## config.mk

```make
export PLATFORM = sky130hd
export DESIGN_NAME = prod_align_add4
export DESIGN_NICKNAME = d
export VERILOG_FILES = /design/src/rtl/prod_align_pkg.sv /design/src/rtl/prod_exp_max.sv /design/src/rtl/prod_align_lane.sv /design/src/rtl/prod_sum_tree.sv /design/src/rtl/prod_align_add4.sv
export SDC_FILE = /design/constraint.sdc
export NUM_CORES = 1
export LEC_CHECK = 0
export BUFFER_PORTS_ARGS = -buffer_cell sky130_fd_sc_hd__buf_2
export CORE_AREA = 2 2 200 202
export DETAILED_ROUTE_END_ITERATION = 10
export DIE_AREA = 0 0 202 204
export PLACE_DENSITY = 0.63
export SLEW_MARGIN = 20
export SYNTH_ARGS = -nofsm -noshare
export SYNTH_HDL_FRONTEND = slang
export SYNTH_SLANG_ARGS = --single-unit
```

## constraint.sdc

```tcl
create_clock -name clk -period 42.8 [get_ports clk]
set_clock_uncertainty 0.1 [all_clocks]
set_input_delay 8.56 -clock clk [delete_from_list [all_inputs] [get_ports clk]]
set_output_delay 8.56 -clock clk [all_outputs]
set_load 0.05 [all_outputs]
```

## src/rtl/prod_align_pkg.sv

```systemverilog
// Package: shared sizes and the mode encoding for the aligned four-way adder.
// Assumes the product count is a power of two (the reduction trees rely on it).
package prod_align_pkg;

    localparam int SIG_W  = 10;  // floating-point significand width
    localparam int EXP_W  = 8;   // unsigned exponent width
    localparam int INT_W  = 16;  // integer-mode product width (lane width)
    localparam int ACC_W  = 28;  // alignment field / adder width
    localparam int SUM_W  = 32;  // registered sum width
    localparam int N_PROD = 4;   // products per reduction

    typedef enum logic [1:0] {
        MODE_INT  = 2'b00,
        MODE_FP_A = 2'b01,
        MODE_FP_B = 2'b10,
        MODE_FP_C = 2'b11
    } prec_mode_e;

    // Decode: true when the stage should run as a plain integer tree.
    function automatic logic is_int_mode(input logic [1:0] m);
        return (m == MODE_INT);
    endfunction

endpackage

```

## src/rtl/prod_exp_max.sv

```systemverilog
// Module: prod_exp_max
// Finds the largest of N unsigned exponents with a balanced compare tree.
// Assumes N is a power of two; clk/rst_n serve only the embedded checks.
module prod_exp_max #(
    parameter int N     = 4,
    parameter int EXP_W = 8
) (
    input  logic               clk,
    input  logic               rst_n,
    input  logic [N*EXP_W-1:0] exp_vec,
    output logic [EXP_W-1:0]   emax
);

    localparam int NODES = 2 * N - 1;

    logic [EXP_W-1:0] node [NODES];
    logic [N-1:0]     hit;

    // Compare tree: leaves hold inputs, each parent keeps the larger child.
    always_comb begin
        for (int i = 0; i < N; i++) begin
            node[N-1+i] = exp_vec[i*EXP_W +: EXP_W];
        end
        for (int k = N - 2; k >= 0; k--) begin
            node[k] = (node[2*k+1] >= node[2*k+2]) ? node[2*k+1] : node[2*k+2];
        end
    end

    assign emax = node[0];

    // Per-input checks: the result bounds every input, and one input equals it.
    for (genvar g = 0; g < N; g++) begin : g_chk
        assign hit[g] = (exp_vec[g*EXP_W +: EXP_W] == emax);

        a_r2_max_bounds: assert property (@(posedge clk) disable iff (!rst_n)
            emax >= exp_vec[g*EXP_W +: EXP_W]);
    end

    a_r2_max_is_input: assert property (@(posedge clk) disable iff (!rst_n)
        hit != '0);

endmodule

```

## src/rtl/prod_align_lane.sv

```systemverilog
// Module: prod_align_lane
// One product lane. In floating-point mode it puts the significand at the top
// of an ACC_W field, shifts it right by its distance from the group maximum
// exponent and applies the sign. In integer mode it sign-extends the whole
// lane and holds the shifter operands at zero.
// Assumes emax_in >= exp_in whenever floating-point mode is active.
module prod_align_lane #(
    parameter int SIG_W = 10,
    parameter int EXP_W = 8,
    parameter int INT_W = 16,
    parameter int ACC_W = 28,
    parameter int SUM_W = 32
) (
    input  logic                    clk,
    input  logic                    rst_n,
    input  logic                    int_mode,
    input  logic [INT_W-1:0]        sig_in,
    input  logic                    neg_in,
    input  logic [EXP_W-1:0]        exp_in,
    input  logic [EXP_W-1:0]        emax_in,
    output logic [ACC_W-1:0]        aligned_mag,
    output logic signed [SUM_W-1:0] lane_val
);

    localparam int PAD_W = ACC_W - SIG_W;
    localparam logic [EXP_W:0] SHIFT_LIM = (EXP_W + 1)'(ACC_W);

    logic [EXP_W-1:0]        raw_diff;
    logic [SIG_W-1:0]        fp_sig;
    logic [EXP_W-1:0]        fp_diff;
    logic [ACC_W-1:0]        field;
    logic [SUM_W-1:0]        fp_ext;
    logic [SUM_W-1:0]        int_ext;

    assign raw_diff = emax_in - exp_in;

    // Operand isolation: in integer mode the shifter sees constant zeros.
    always_comb begin
        fp_sig  = int_mode ? '0 : sig_in[SIG_W-1:0];
        fp_diff = int_mode ? '0 : raw_diff;
    end

    // Alignment shifter: top-justified field, flushed to zero past its width.
    always_comb begin
        field = {fp_sig, {PAD_W{1'b0}}};
        if ({1'b0, fp_diff} >= SHIFT_LIM) begin
            aligned_mag = '0;
        end else begin
            aligned_mag = field >> fp_diff;
        end
    end

    // Lane value: signed aligned magnitude, or sign-extended integer product.
    always_comb begin
        fp_ext  = {{(SUM_W-ACC_W){1'b0}}, aligned_mag};
        int_ext = {{(SUM_W-INT_W){sig_in[INT_W-1]}}, sig_in};
        if (int_mode) begin
            lane_val = $signed(int_ext);
        end else if (neg_in) begin
            lane_val = -$signed(fp_ext);
        end else begin
            lane_val = $signed(fp_ext);
        end
    end

    // a lane at least ACC_W steps below the maximum contributes nothing.
    a_r3_far_lane_zero: assert property (@(posedge clk) disable iff (!rst_n)
        (!int_mode && ({1'b0, raw_diff} >= SHIFT_LIM)) |-> (lane_val == '0));

    // the lane holding the maximum exponent keeps its significand unshifted.
    a_r3_top_lane_unshifted: assert property (@(posedge clk) disable iff (!rst_n)
        (!int_mode && (raw_diff == '0)) |-> (aligned_mag[ACC_W-1 -: SIG_W] == sig_in[SIG_W-1:0]));

    // a negative floating-point lane never adds a positive amount.
    a_r4_neg_lane_nonpos: assert property (@(posedge clk) disable iff (!rst_n)
        (!int_mode && neg_in) |-> (lane_val <= 0));

    // the shifter output stays zero and still across integer-mode cycles.
    a_r8_idle_in_int: assert property (@(posedge clk) disable iff (!rst_n)
        (int_mode && $past(int_mode)) |-> (aligned_mag == '0 && $stable(aligned_mag)));

endmodule

```

## src/rtl/prod_sum_tree.sv

```systemverilog
// Module: prod_sum_tree
// Balanced signed adder tree over N lane values of SUM_W bits.
// Assumes N is a power of two and SUM_W leaves headroom for log2(N) carries.
module prod_sum_tree #(
    parameter int N     = 4,
    parameter int SUM_W = 32
) (
    input  logic [N*SUM_W-1:0]      lane_vec,
    output logic signed [SUM_W-1:0] total
);

    localparam int NODES = 2 * N - 1;

    logic signed [SUM_W-1:0] node [NODES];

    // Adder tree: leaves hold lane values, each parent adds its two children.
    always_comb begin
        for (int i = 0; i < N; i++) begin
            node[N-1+i] = $signed(lane_vec[i*SUM_W +: SUM_W]);
        end
        for (int k = N - 2; k >= 0; k--) begin
            node[k] = node[2*k+1] + node[2*k+2];
        end
    end

    assign total = node[0];

endmodule

```

## src/rtl/prod_align_add4.sv

```systemverilog
// Module: prod_align_add4 (top)
// Aligns four products to their largest exponent and sums them, or adds four
// integer products directly in integer mode. It registers the sum, its
// exponent and a valid flag. Exponents are unsigned; integer-mode lanes are
// two's complement over the full lane width.
module prod_align_add4
    import prod_align_pkg::*;
#(
    parameter int N      = N_PROD,
    parameter int SIG_WP = SIG_W,
    parameter int EXP_WP = EXP_W,
    parameter int INT_WP = INT_W,
    parameter int ACC_WP = ACC_W,
    parameter int SUM_WP = SUM_W
) (
    input  logic                clk,
    input  logic                rst_n,
    input  logic                in_valid,
    input  logic [1:0]          mode,
    input  logic [EXP_WP-1:0]   shared_exp,
    input  logic [N*INT_WP-1:0] prod_sig,
    input  logic [N*EXP_WP-1:0] prod_exp,
    input  logic [N-1:0]        prod_neg,
    output logic                out_valid,
    output logic [SUM_WP-1:0]   out_sum,
    output logic [EXP_WP-1:0]   out_exp
);

    localparam logic signed [SUM_WP-1:0] FP_BOUND = SUM_WP'(N * ((1 << ACC_WP) - 1));

    logic                     int_sel;
    logic [N*EXP_WP-1:0]      exp_iso;
    logic [EXP_WP-1:0]        emax;
    logic [N*ACC_WP-1:0]      mag_vec;
    logic [N*SUM_WP-1:0]      lane_vec;
    logic signed [SUM_WP-1:0] total;

    assign int_sel = is_int_mode(mode);

    // Operand isolation for the compare tree while integer mode is active.
    always_comb begin
        exp_iso = int_sel ? '0 : prod_exp;
    end

    prod_exp_max #(
        .N     (N),
        .EXP_W (EXP_WP)
    ) u_max (
        .clk     (clk),
        .rst_n   (rst_n),
        .exp_vec (exp_iso),
        .emax    (emax)
    );

    for (genvar g = 0; g < N; g++) begin : g_lane
        prod_align_lane #(
            .SIG_W (SIG_WP),
            .EXP_W (EXP_WP),
            .INT_W (INT_WP),
            .ACC_W (ACC_WP),
            .SUM_W (SUM_WP)
        ) u_lane (
            .clk         (clk),
            .rst_n       (rst_n),
            .int_mode    (int_sel),
            .sig_in      (prod_sig[g*INT_WP +: INT_WP]),
            .neg_in      (prod_neg[g]),
            .exp_in      (exp_iso[g*EXP_WP +: EXP_WP]),
            .emax_in     (emax),
            .aligned_mag (mag_vec[g*ACC_WP +: ACC_WP]),
            .lane_val    (lane_vec[g*SUM_WP +: SUM_WP])
        );
    end

    prod_sum_tree #(
        .N     (N),
        .SUM_W (SUM_WP)
    ) u_tree (
        .lane_vec (lane_vec),
        .total    (total)
    );

    // Output register: capture sum and exponent on valid input, else hold.
    always_ff @(posedge clk) begin
        if (!rst_n) begin
            out_valid <= 1'b0;
            out_sum   <= '0;
            out_exp   <= '0;
        end else begin
            out_valid <= in_valid;
            if (in_valid) begin
                out_sum <= total;
                out_exp <= int_sel ? shared_exp : emax;
            end
        end
    end

    // valid follows the input one cycle later.
    a_r1_valid_rise: assert property (@(posedge clk) disable iff (!rst_n)
        in_valid |=> out_valid);
    a_r1_valid_fall: assert property (@(posedge clk) disable iff (!rst_n)
        !in_valid |=> !out_valid);

    // outputs hold while no input is offered.
    a_r1_hold: assert property (@(posedge clk) disable iff (!rst_n)
        !in_valid |=> ($stable(out_sum) && $stable(out_exp)));

    // integer mode reports the shared exponent.
    a_r7_int_exp: assert property (@(posedge clk) disable iff (!rst_n)
        (in_valid && int_sel) |=> (out_exp == $past(shared_exp)));

    // a floating-point sum stays within N full-scale aligned values.
    a_r4_fp_range: assert property (@(posedge clk) disable iff (!rst_n)
        (in_valid && !int_sel) |=>
            ($signed(out_sum) <= FP_BOUND && $signed(out_sum) >= -FP_BOUND));

    // the shifters stay quiet through integer-mode cycles.
    a_r8_shifters_quiet: assert property (@(posedge clk) disable iff (!rst_n)
        int_sel |-> (mag_vec == '0));

endmodule

```

-- Word level (Yosys, flattened, before mapping)
Index checks and enable logic that the tools add are counted.
- output and inout port bits: 41
- flip-flop bits (word level): 41
- input bits: 113
- mux-type cells: 25
- reduce and logical (&&, ||, !) cells: 1
- shift-type cells: 4
- $add $sub $neg: 11
- magnitude comparators: 7
- operator list (operator ; number):
    $mux 32 ; 9
    $neg 28->32 ; 4
    $mux 28 ; 4
    $shr 28x8->28 ; 4
    $add 32x32->32 ; 3
    $mux 8 ; 8
    $mux 10 ; 4
    $ge 8x5->1 const B ; 4
    $sub 8x8->8 ; 4
    $ge 8x8->1 ; 3
    $logic_not 2->1 ; 1

-- Longest topological paths before layout
Gate-level depths: netlist (run 1).
- depth after elaboration: 15
- depth in mapped cells: 63

-- Modules after synthesis
A second synthesis (run 1) with hierarchy kept.
- cells, all modules: 2428
- area, all modules: 17224.0 um2
- by module, submodules not included (module ; times used ; cells an instance ; area each (um2)):
    prod_align_lane at g_lane[0].u_lane ... ; 2 ; 416 ; 2678.8
    prod_sum_tree ; 1 ; 464 ; 3545.9
    prod_align_lane at g_lane[3].u_lane ; 1 ; 434 ; 2825.2
    prod_align_lane at g_lane[1].u_lane ; 1 ; 411 ; 2761.4
    prod_align_add4 ; 1 ; 186 ; 1825.5
    prod_exp_max ; 1 ; 101 ; 908.4

-- Least setup slack after synthesis (run 1)
Ideal clock, no wire load.
- path type: input -> register
- from: input port mode[1]
- to: register out_sum[30]
- cell stages on the path: 55
- buffers on the path: 10
- arrival: 21266 ps
- setup slack: 21317 ps
- required time: 42583 ps
- path through: or2_1 > buf_2 > clkbuf_1 > buf_2 > buf_1 > buf_1 > clkbuf_1 > clkbuf_1 > buf_1 > nand2_1 > ha_1 > a21oi_1 > o21ai_0 > a21oi_1 > clkbuf_1 > nor2_1 > a31oi_1 > ha_1 > (+19 left out) > inv_1 > fa_1 > inv_1 > ha_1 > a21o_1 > a21o_1 > a2111oi_0 > o31ai_1 > a41oi_1 > a21oi_1 > o41ai_1 > o211ai_1 > o2111ai_1 > nand4_1 > and2_1 > xor2_1 > mux2i_1 > nor2b_1
- cells in the longest elaborated chain, start to end: 15
- elaborated cells between the ends (all ways): 47
- classes of those cells: add/sub (11); order compare (7); shift (4); mux (24); reduce/logical (1)
- ends and longest elaborated chain (what ; line ; RTL):
    start, declared ; prod_align_add4.sv:19 ; input logic [1:0] mode,
    $logic_not 2->1 (*) ; prod_align_pkg.sv:21 ; return (m == MODE_INT);
    $mux 32 ; prod_align_add4.sv:42 ; exp_iso = int_sel ? '0 : prod_exp;
    $ge 8x8->1 ; prod_exp_max.sv:25 ; node[k] = (node[2*k+1] >= node[2*k+2]) ? node[2*k+1] : node[2*k+2];
    $mux 8 ; prod_exp_max.sv:25 ;
    $ge 8x8->1 ; prod_exp_max.sv:25 ;
    $mux 8 ; prod_exp_max.sv:25 ;
    $sub 8x8->8 ; prod_align_lane.sv:35 ; assign raw_diff = emax_in - exp_in;
    $mux 8 ; prod_align_lane.sv:40 ; fp_diff = int_mode ? '0 : raw_diff;
    $shr 28x8->28 / $ge 8x5->1 (equally long branches) ; prod_align_lane.sv:49, prod_align_lane.sv:46 ;
    $mux 28 ; prod_align_lane.sv:46 ; if ({1'b0, fp_diff} >= SHIFT_LIM) begin
    $neg 28->32 ; prod_align_lane.sv:60 ; lane_val = -$signed(fp_ext);
    $mux 32 ; prod_align_lane.sv:59 ; end else if (neg_in) begin
    $mux 32 ; prod_align_lane.sv:57 ; if (int_mode) begin
    $add 32x32->32 ; prod_sum_tree.sv:22 ; node[k] = node[2*k+1] + node[2*k+2];
    $add 32x32->32 (*) ; prod_sum_tree.sv:22 ;
    end signal, assigned ; prod_align_add4.sv:92 ; out_sum <= total;
    end, declared ; prod_align_add4.sv:25 ; output logic [SUM_WP-1:0] out_sum,
Mark *: on every way between the ends. The rest lies on a longest branch, timed or not.
A chain may end at the register's enable or synchronous reset.

-- Worst setup path in the final report (run 1)
- from: input port mode[0]
- to: register out_sum[28]
Same word-level chain as after synthesis.

==> results of run 1 <==
[routing by layer]
layer	part of all wire (%)	GRT usage [%]	routed length [microns]
met3	7.7	2.84	4950
met4	4.5	11.3	2880
met1	44	42.2	28000
met2	44	48.1	28300
met5	0	0	0
[cells by family (layout without fill, tap and decap cells)]
group	count (synthesis)	count (layout)
and+or+nand+nor	835	835
AOI/OAI and AO/OA	706	706
buffers and inverters	285	349
adders and majority gates	153	153
muxes	123	123
xor gates and xnor gates	106	106
DFF	41	41
[worst max-delay path: cells and delay by family]
| kind | cells | cell delay (ps) |
|---|---|---|
| AO/OA/AOI/OAI | 22 | 7710 |
| XOR/XNOR | 2 | 310 |
| adder cells (fa/ha/maj) | 7 | 2420 |
| buffers and inverters | 6 | 1290 |
| multiplexers | 1 | 90 |
| AND/OR/NAND/NOR | 12 | 2680 |
[placed cells by master (no fill, tap or decap), types with 40 or more instances in the layout]
cell / synthesis / final
a21oi_1: 177 / 175
a31oi_1: 44 / 44
buf_2: 12 / 153
dfxtp_1: 41 / 41
fa_1: 66 / 66
ha_1: 87 / 87
inv_1: 171 / 171
mux2i_1: 94 / 94
nand2_1: 283 / 283
nand3_1: 61 / 61
nor2_1: 200 / 199
nor2b_1: 48 / 48
nor3_1: 60 / 60
o21ai_0: 171 / 171
xnor2_1: 65 / 65
xor2_1: 40 / 40
[final timing paths]
kind         slack (ps)  depth (start not counted)     endpoint
max               19830                         50  out_sum[28]
min                 380                          2  out_sum[26]
max reg2reg       41970                          2  out_sum[16]
min reg2reg         380                          2  out_sum[26]
[sequential cells by signal, summed over array words and instances (netlist names)]
register,cells
out_exp,8
out_sum,32
out_valid,1
[final cells by class]
cell class,instances,share of cell area [%]
Clock buffer,5,0.750
Clock inverter,3,0.262
Inverter,172,3.87
Multi-Input combinational cell,1923,80.9
Sequential cell,41,4.92
Tap cell,525,3.94
Timing Repair Buffer,169,5.38
[stage by stage]
| step | instance area [sq um] | setup slack (ps) | hold WS (ps) | instances | utilization (%) |
|---|---|---|---|---|---|
| 2_1_floorplan | 15400 | 21320 | 584 | 2249 | - |
| 3_5_place_dp | 16500 | 19560 | 369 | 2830 | 42.1 |
| 6_report | 16700 | 19830 | 379 | 2838 | 42.6 |
| 4_1_cts | 16700 | 19840 | 382 | 2838 | 42.5 |
| 3_3_place_gp | 16500 | 19830 | 362 | 2830 | 42.1 |
| 5_1_grt | 16700 | 18640 | 398 | 2838 | 42.6 |
==> results.ini, run 1 <==
[run_status]
outcome=finished clean

[worst_setup_path]
worstPathArrival_ps=23100
max_stage_delay_ps=750
endpoint_kind=flop
timing.rr.start=out_sum[16]
cp-startpoint=mode[0]
slowest_stage=a21oi_1
crit_path_frequent_cell=a21oi_1
cp-start-kind=primary input
critPathKind=primary input to flop
crit_fanout=75
crit_required_ps=42930

[global_route]
grt_pass1_vias=16300
grtUsageTotal_pct=30.2
antenna_found_initial=0
grt_pass1_wl_microns=96900
grt_overflow=0
grt_start_max_net_pins=124

[floorplan]
die_h_microns=204
dieArea_sq_mm=0.0412
io_pins=154
die_w_microns=202
start_util_pct=39.2
num_rows=73
core-area_sq_mm=0.0392

[cts]
cts_resized=0
cts_tree=built
cts_made_buffers=5
clock_latency_ps=290
cts_root_buffer=clkbuf_16
cts_buffer_depth=2
cts.sinks=41
h-tree-depth=2
clk_pin_slew_ps=60
post_cts_buffers=0
hold_buffers=0

[sta]
max_clock_freq_mhz=43.5
layout_min_cycle_time_ps=22970
rsz0062_at_grt=no
worst_pin_slew_ps=1120
tns_ps=0
finalHoldViolCount=0
drv_slew=0
max_slew_margin_pct=25.2
fin_crit_sh_pct=53.7
setup_violations=0

[route]
drc=0
via_per_inst=6.23
routed_wl_microns=64200
wl_per_cell_microns=22.6
num_vias=17700
drt-pass1-iter-count=5
drtIter0Drc=1953
antenna_left=0

[final_layout]
multi_input_comb_area_sq_mm=0.0135
fillers=4126
register_area_sq_um=821
layout.nets=2578
syn2layout_area_growth_pct=8.52
diodes=0
drive_gt1_share_pct=11.9

[placement]
numPortBuffers=153
dpl.hpwl_microns=52900
gp_congestion=1.05

[logic_synthesis]
synth_edf_count=0
yosysTopAreaCell=fa_1
yosys_warnings=0
synth-compound-area-share_pct=30.1
synthSimpleGateAreaFrac_pct=25.9
mappedNetlistNets=2515
synthMuxAreaShare_pct=9.68
ys_top_cells_by_area=fa_1 8.6%, ha_1 7.1%, nand2_1 6.9%
synth_cell_types=108
async_flop_share_pct=0
synth_top_family_by_area=compound AO/OA/AOI/OAI gates
synthTopCellsByCount=283 x nand2_1, 200 x nor2_1, 177 x a21oi_1
synth-seq-cells=41
synth.yosys.seq_area_share_pct=5.34
synth-main-ff-cell=dfxtp_1
synth_most_common_cell=nand2_1
synth_xor_area_share_pct=6.13
syn_inst=2249
yosysTopAreaCellShare_pct=8.59
synth_fa_ha_area_share_pct=15.7
syn_area_sq_mm=0.0154
syn_avg_cell_area_sq_um=6.84

[worst_hold_path]
hold_class=flop to flop
hp-start=out_sum[26]

[job]
maxCapViolCount=0

Power of run 1 is left out: the tool's default activity adds up to more than one toggle a clock period on the data nets, which glitch-free logic cannot reach.
==> run 2, diff against run 1 <==
--- a/config.mk
+++ b/config.mk
@@ -5,11 +5,12 @@
 export SDC_FILE = /design/constraint.sdc
 export NUM_CORES = 1
 export LEC_CHECK = 0
+export ABC_AREA = 1
 export BUFFER_PORTS_ARGS = -buffer_cell sky130_fd_sc_hd__buf_2
-export CORE_AREA = 2 2 200 202
+export CORE_AREA = 2 2 195 197
 export DETAILED_ROUTE_END_ITERATION = 10
-export DIE_AREA = 0 0 202 204
-export PLACE_DENSITY = 0.63
+export DIE_AREA = 0 0 197 199
+export PLACE_DENSITY = 0.66
 export SLEW_MARGIN = 20
 export SYNTH_ARGS = -nofsm -noshare
 export SYNTH_HDL_FRONTEND = slang
==> constraint.sdc (replaced) <==
create_clock -name clk -period 19.85 [get_ports clk]
set_clock_uncertainty 0.1 [all_clocks]
set_input_delay 3.97 -clock clk [delete_from_list [all_inputs] [get_ports clk]]
set_output_delay 3.97 -clock clk [all_outputs]
set_load 0.05 [all_outputs]
==> run 2 against run 1 <==
  * Sequential cell count did not move
  * Worst hold slack got worse by 16 ps
  * Via count is 4.0% lower
  * Routed wire length down 16%
  * Critical path type unchanged
  * Core utilization rose by 0.31 points
  * Synthesized cell count grew 16%
  * Count of clock-buffer cells in the layout up 1
  * Largest cell class unchanged
==> results.ini, run 2 <==
[run_status]
outcome=finished clean

[logic_synthesis]
synth_cell_types=54  ; -50%
synthTopCellsByCount=663 x nand2_1, 384 x inv_1, 282 x nor2_1
synth-main-ff-cell=dfxtp_1
syn_inst=2609  ; +16%
synth-seq-cells=41  ; unchanged
async_flop_share_pct=0  ; unchanged
yosysTopAreaCellShare_pct=16.9  ; +8.3 points
syn_area_sq_mm=0.0147  ; -4.2%
yosys_warnings=0  ; unchanged
ys_top_cells_by_area=nand2_1 17%, inv_1 9.8%, nand3_1 9.2%
mappedNetlistNets=2875  ; +14%
yosysTopAreaCell=nand2_1
synth_most_common_cell=nand2_1
synth.yosys.seq_area_share_pct=5.57  ; +0.23 points
synth_edf_count=0  ; unchanged
syn_avg_cell_area_sq_um=5.65  ; -17%

[floorplan]
start_util_pct=39.7  ; +0.44 points
io_pins=154  ; unchanged
die_w_microns=197  ; -2.5%
num_rows=71  ; -2.7%
die_h_microns=199  ; -2.5%
dieArea_sq_mm=0.0392  ; -4.9%
core-area_sq_mm=0.0371  ; -5.2%

[final_layout]
diodes=0  ; unchanged
largest_reg_flops=32  ; unchanged
largest-register=out_sum
layout.nets=2952  ; +15%
instances_no_fill=3161  ; +11%
reg_top3=out_sum: 32 flops, out_exp: 8 flops, out_valid: 1 flops
syn2layout_area_growth_pct=8.10
final_common_cell=nand2_1
drive_gt1_share_pct=12.2  ; +0.32 points
fin_util_pct=42.9  ; +0.31 points
final_cell_mix=663 x nand2_1, 384 x inv_1, 282 x nor2_1

[cts]
cts_resized=0  ; unchanged
post_cts_buffers=0  ; unchanged
cts_root_buffer=clkbuf_16
cts_made_buffers=5  ; unchanged
cts.sinks=41  ; unchanged
clk_pin_slew_ps=60  ; about the same
cts_buffer_depth=2  ; unchanged
h-tree-depth=2  ; unchanged
hold_buffers=0  ; unchanged
clock_latency_ps=280  ; about the same
cts_tree=built

[placement]
gp_congestion=0.989  ; -5.6%
placed_cells=3153  ; +11%
numPortBuffers=153  ; unchanged
dpl.hpwl_microns=45400  ; -14%

[sta]
finalHoldViolCount=0  ; unchanged
rsz0062_at_grt=no
holdWs_ps=363  ; -16.2 ps
fin_crit_sh_pct=79.8
layout_min_cycle_time_ps=15840
tns_ps=0  ; unchanged
max_clock_freq_mhz=63.1
setup_violations=0  ; unchanged
max_slew_margin_pct=28.8  ; +3.6 points
drv_slew=0  ; unchanged
worst_pin_slew_ps=1060  ; -54.8 ps

[worst_setup_path]
critPathKind=primary input to flop
crit_required_ps=19890  ; -23040 ps
max_stage_delay_ps=890  ; +140 ps
cp-start-kind=primary input
crit_path_frequent_cell=nand2_1
crit_fanout=33  ; -56%
worstPathArrival_ps=15880  ; -7220 ps
path_buf_inv=8  ; +2
cp_top_family=compound AO/OA/AOI/OAI gates
slowest_stage=o21ai_1
endpoint_kind=flop

[route]
drc=0  ; unchanged
routed_wl_microns=54000  ; -16%
drtIter0Drc=1468  ; -25%
wl_per_cell_microns=17.1  ; -24%
num_vias=17000  ; -4.0%
via_per_inst=5.37  ; -14%
drt-pass1-iter-count=6  ; +1
antenna_left=0  ; unchanged

[worst_hold_path]
hold_class=flop to flop

[global_route]
grt_start_max_net_pins=83  ; -33%
grt_pass1_vias=15600  ; -4.6%
grt_pass1_wl_microns=84400  ; -13%
grt_overflow=0  ; unchanged
grtUsageTotal_pct=27.2  ; -3.0 points
antenna_found_initial=0  ; unchanged

[job]
maxCapViolCount=0  ; unchanged

## run 2: cell types whose count changed after synthesis, sizes merged, moves of 46 or more
cell | previous run | this run
a21oi | 180 | 132
inv | 172 | 413
nor2b | 48 | 0
nand4 | 18 | 96
nor3 | 66 | 20
nand2 | 284 | 694
nor2 | 200 | 312
nand3 | 62 | 296
mux2i | 95 | 5
## run 2: final cells by class
cell class                 instances  area, sq um
fill                            4090        21200
multi-input combinational       2057        11900
inverter                         417         1570
timing repair buffer             164          848
sequential                        41          821
tap                              474          593
clock buffer                       6          129
clock inverter                     2         38.8
## run 2: cells by family after synthesis
kind of cell / after synthesis / share of synthesized area, %
xor+xnor: 114 / 6.88
fa+ha+maj: 153 / 16.4
compound gates: 337 / 12.5
flops: 41 / 5.57
mux: 5 / 0.340
simple gates: 1448 / 44.9
buf+inv: 511 / 13.5
## run 2: per-stage QoR
stage / worst slack [ps] / instance area (sq um)
after floorplan: 5000 / 14700
after global placement: 3790 / 15800
after detailed placement: 3520 / 15800
after CTS: 3820 / 15900
after global routing: 2830 / 15900
final: 4010 / 15900
## run 2: worst paths after layout
path                            startpoint     endpoint  slack, ps  depth (start not counted)
worst max-delay path               mode[1]  out_sum[29]       4010                         57
worst min-delay path            out_exp[5]   out_exp[5]        360                          2
worst max register to register  out_sum[6]   out_sum[6]      19020                          4
worst min register to register  out_exp[5]   out_exp[5]        360                          2
## run 2: worst register-to-register path, stage by stage, from the launching register on
cell	delay (ps)
dfxtp_1	310
nor2_1	100
nor2_1	60
o21ai_0	110
inv_1	50
## run 2: per-layer routing
layer	wire [microns]	global-route usage [%]
met4	1970	9.64
met1	24100	37.2
met2	23700	43.7
met5	0	0
met3	4260	3.61
Power of run 2 is left out for the same reason.
==> run 3, diff against run 2 <==
--- a/config.mk
+++ b/config.mk
@@ -5,12 +5,12 @@
 export SDC_FILE = /design/constraint.sdc
 export NUM_CORES = 1
 export LEC_CHECK = 0
-export ABC_AREA = 1
+export ABC_AREA = 0
 export BUFFER_PORTS_ARGS = -buffer_cell sky130_fd_sc_hd__buf_2
-export CORE_AREA = 2 2 195 197
+export CORE_AREA = 2 2 200 202
 export DETAILED_ROUTE_END_ITERATION = 10
-export DIE_AREA = 0 0 197 199
-export PLACE_DENSITY = 0.66
+export DIE_AREA = 0 0 202 204
+export PLACE_DENSITY = 0.63
 export SLEW_MARGIN = 20
 export SYNTH_ARGS = -nofsm -noshare
 export SYNTH_HDL_FRONTEND = slang
==> constraint.sdc (replaced) <==
create_clock -name clk -period 15.3 [get_ports clk]
set_clock_uncertainty 0.1 [all_clocks]
set_input_delay 3.06 -clock clk [delete_from_list [all_inputs] [get_ports clk]]
set_output_delay 3.06 -clock clk [all_outputs]
set_load 0.05 [all_outputs]
==> run 3 against run 2 <==
  * Via count rose by 5.4%
  * Setup slack got worse by 3300 ps
  * Non-clock buffer count rose by 87
  * Die area rose by 5.1%
  * Sequential share of layout area fell by 0.44 points
  * Cell count fell by 7.6%
  * Routed wire length rose by 22%
  * Count of clock-buffer cells in the layout fell by 1
  * First-iteration DRC count rose by 30%
  * Worst hold slack improved by 19 ps
  * Design area rose by 9.3%
  * Core utilization rose by 1.6 points
  * Critical path type unchanged
  * Largest cell class unchanged
  * Highest routed layer unchanged
==> results.ini, run 3 (synthesis gave the netlist of run 1 again) <==
[floorplan]
num_rows=73  ; +2.8%
dieArea_sq_mm=0.0412  ; +5.1%
die_w_microns=202  ; +2.5%
io_pins=154  ; unchanged
die_h_microns=204  ; +2.5%
start_util_pct=39.2  ; -0.44 points
core-area_sq_mm=0.0392  ; +5.5%

[worst_setup_path]
max_stage_delay_ps=560  ; -330 ps
endpoint_kind=flop
crit_fanout=21  ; -36%
critPathKind=primary input to flop
crit_path_frequent_cell=ha_1
cp-start-kind=primary input
worstPathArrival_ps=14710  ; -1170 ps
crit_required_ps=15430  ; -4460 ps
slowest_stage=fa_1

[route]
drtIter0Drc=1905  ; +30%
drc=0  ; unchanged
wl_met2_microns=30000  ; +27%
routed_wl_microns=66000  ; +22%
num_vias=17900  ; +5.4%
wl_met3_microns=5030  ; +18%
via_per_inst=6.13  ; +14%
drt-met1-wl_microns=29100  ; +21%
wl_per_cell_microns=22.6  ; +32%
drt-pass1-iter-count=5  ; -1
antenna_left=0  ; unchanged
top_layer_used=met4

[placement]
dpl.hpwl_microns=54000  ; +19%
numPortBuffers=153  ; unchanged
gp_congestion=1.01  ; +2.4%
placed_cells=2910  ; -7.7%

[sta]
holdWs_ps=382  ; +19.4 ps
drv_slew=0  ; unchanged
fin_crit_sh_pct=95.3
setup_violations=0  ; unchanged
worst_pin_slew_ps=827  ; -234 ps
layout_min_cycle_time_ps=14590
finalHoldViolCount=0  ; unchanged
max_clock_freq_mhz=68.6
max_slew_margin_pct=44.3  ; +16 points

[global_route]
grt_start_max_net_pins=66  ; -20%
antenna_found_initial=1  ; +1
grtUsageTotal_pct=31.0  ; +3.9 points
grt_pass1_wl_microns=99800  ; +18%
grt_pass1_vias=16800  ; +7.8%
grt_overflow=0  ; unchanged

[final_layout]
layout.nets=2660  ; -9.9%
reg_top3=out_sum: 32 flops, out_exp: 8 flops, out_valid: 1 flops
instances_no_fill=2921  ; -7.6%
largest-register=out_sum
drive_gt1_share_pct=15.5  ; +3.3 points
final_common_cell=nand2_1
syn2layout_area_growth_pct=13.3
largest_reg_flops=32  ; unchanged
final_cell_mix=283 x nand2_1, 199 x nor2_1, 174 x a21oi_1

[cts]
cts.sinks=41  ; unchanged
hold_buffers=0  ; unchanged
cts_made_buffers=5  ; unchanged
h-tree-depth=2  ; unchanged
cts_buffer_depth=2  ; unchanged
clk_pin_slew_ps=60  ; about the same
cts_tree=built
clock_latency_ps=290  ; about the same
cts_root_buffer=clkbuf_16

[worst_hold_path]
hold_class=flop to flop

[job]
maxCapViolCount=0  ; unchanged

[run_status]
outcome=finished clean

[run 3: cell count changes in the layout (fill, tap and decap cells not counted), sizes merged, moves of 78 or more]
cell,delta
nor2,-112
buf,+87
nand2,-410
nand3,-234
nand4,-78
inv,-241
mux2i,+90
[run 3: cell type report]
| cell class | instances | area (sq um) |
|---|---|---|
| Tap cell | 525 | 657 |
| Clock inverter | 3 | 65.1 |
| Antenna cell | 1 | 2.50 |
| Sequential cell | 41 | 821 |
| Timing Repair Buffer | 251 | 1500 |
| Multi-Input combinational cell | 1923 | 13600 |
| Fill cell | 4173 | 21800 |
| Clock buffer | 5 | 125 |
| Inverter | 172 | 646 |
[run 3: path summary, 6_finish.rpt]
check	from	slack (ps)	cells after the start	endpoint
hold reg to reg	out_sum[2]	380	1	out_sum[2]
setup / recovery	mode[1]	710	54	out_sum[28]
hold / removal	out_sum[2]	380	1	out_sum[2]
setup reg to reg	out_exp[0]	14470	2	out_exp[0]
[run 3: repair_timing]
item / in CTS / in global routing
gates resized for setup: 0 / 25
endpoints found under the hold margin: 0 / 0
setup buffers: 0 / 2
endpoints found under the setup margin: 0 / 9
[run 3: routing by layer]
layer	track usage [%]	up-vias
li1	-	8374
met1	43.3	8616
met2	51.1	807
met3	3.08	101
met4	8.27	0
met5	0	-
[run 3: per-stage QoR]
step	utilization (%)	TNS, ps	cell area (sq um)	setup WS, ps
2_1_floorplan	-	0	15400	67.8
3_3_place_gp	43.6	0	17100	383
3_5_place_dp	43.6	0	17100	171
4_1_cts	44.1	0	17300	448
5_1_grt	44.4	-60.2	17400	-31.7
6_report	44.4	0	17400	713
[run 3: critical path, delay by kind of cell]
kind	cells	cell delay, ps
buf+inv	5	630
compound gates	26	5560
fa+ha+maj	7	2390
mux	2	360
xor+xnor	2	320
simple gates	12	2340
Power of run 3 is left out for the same reason.
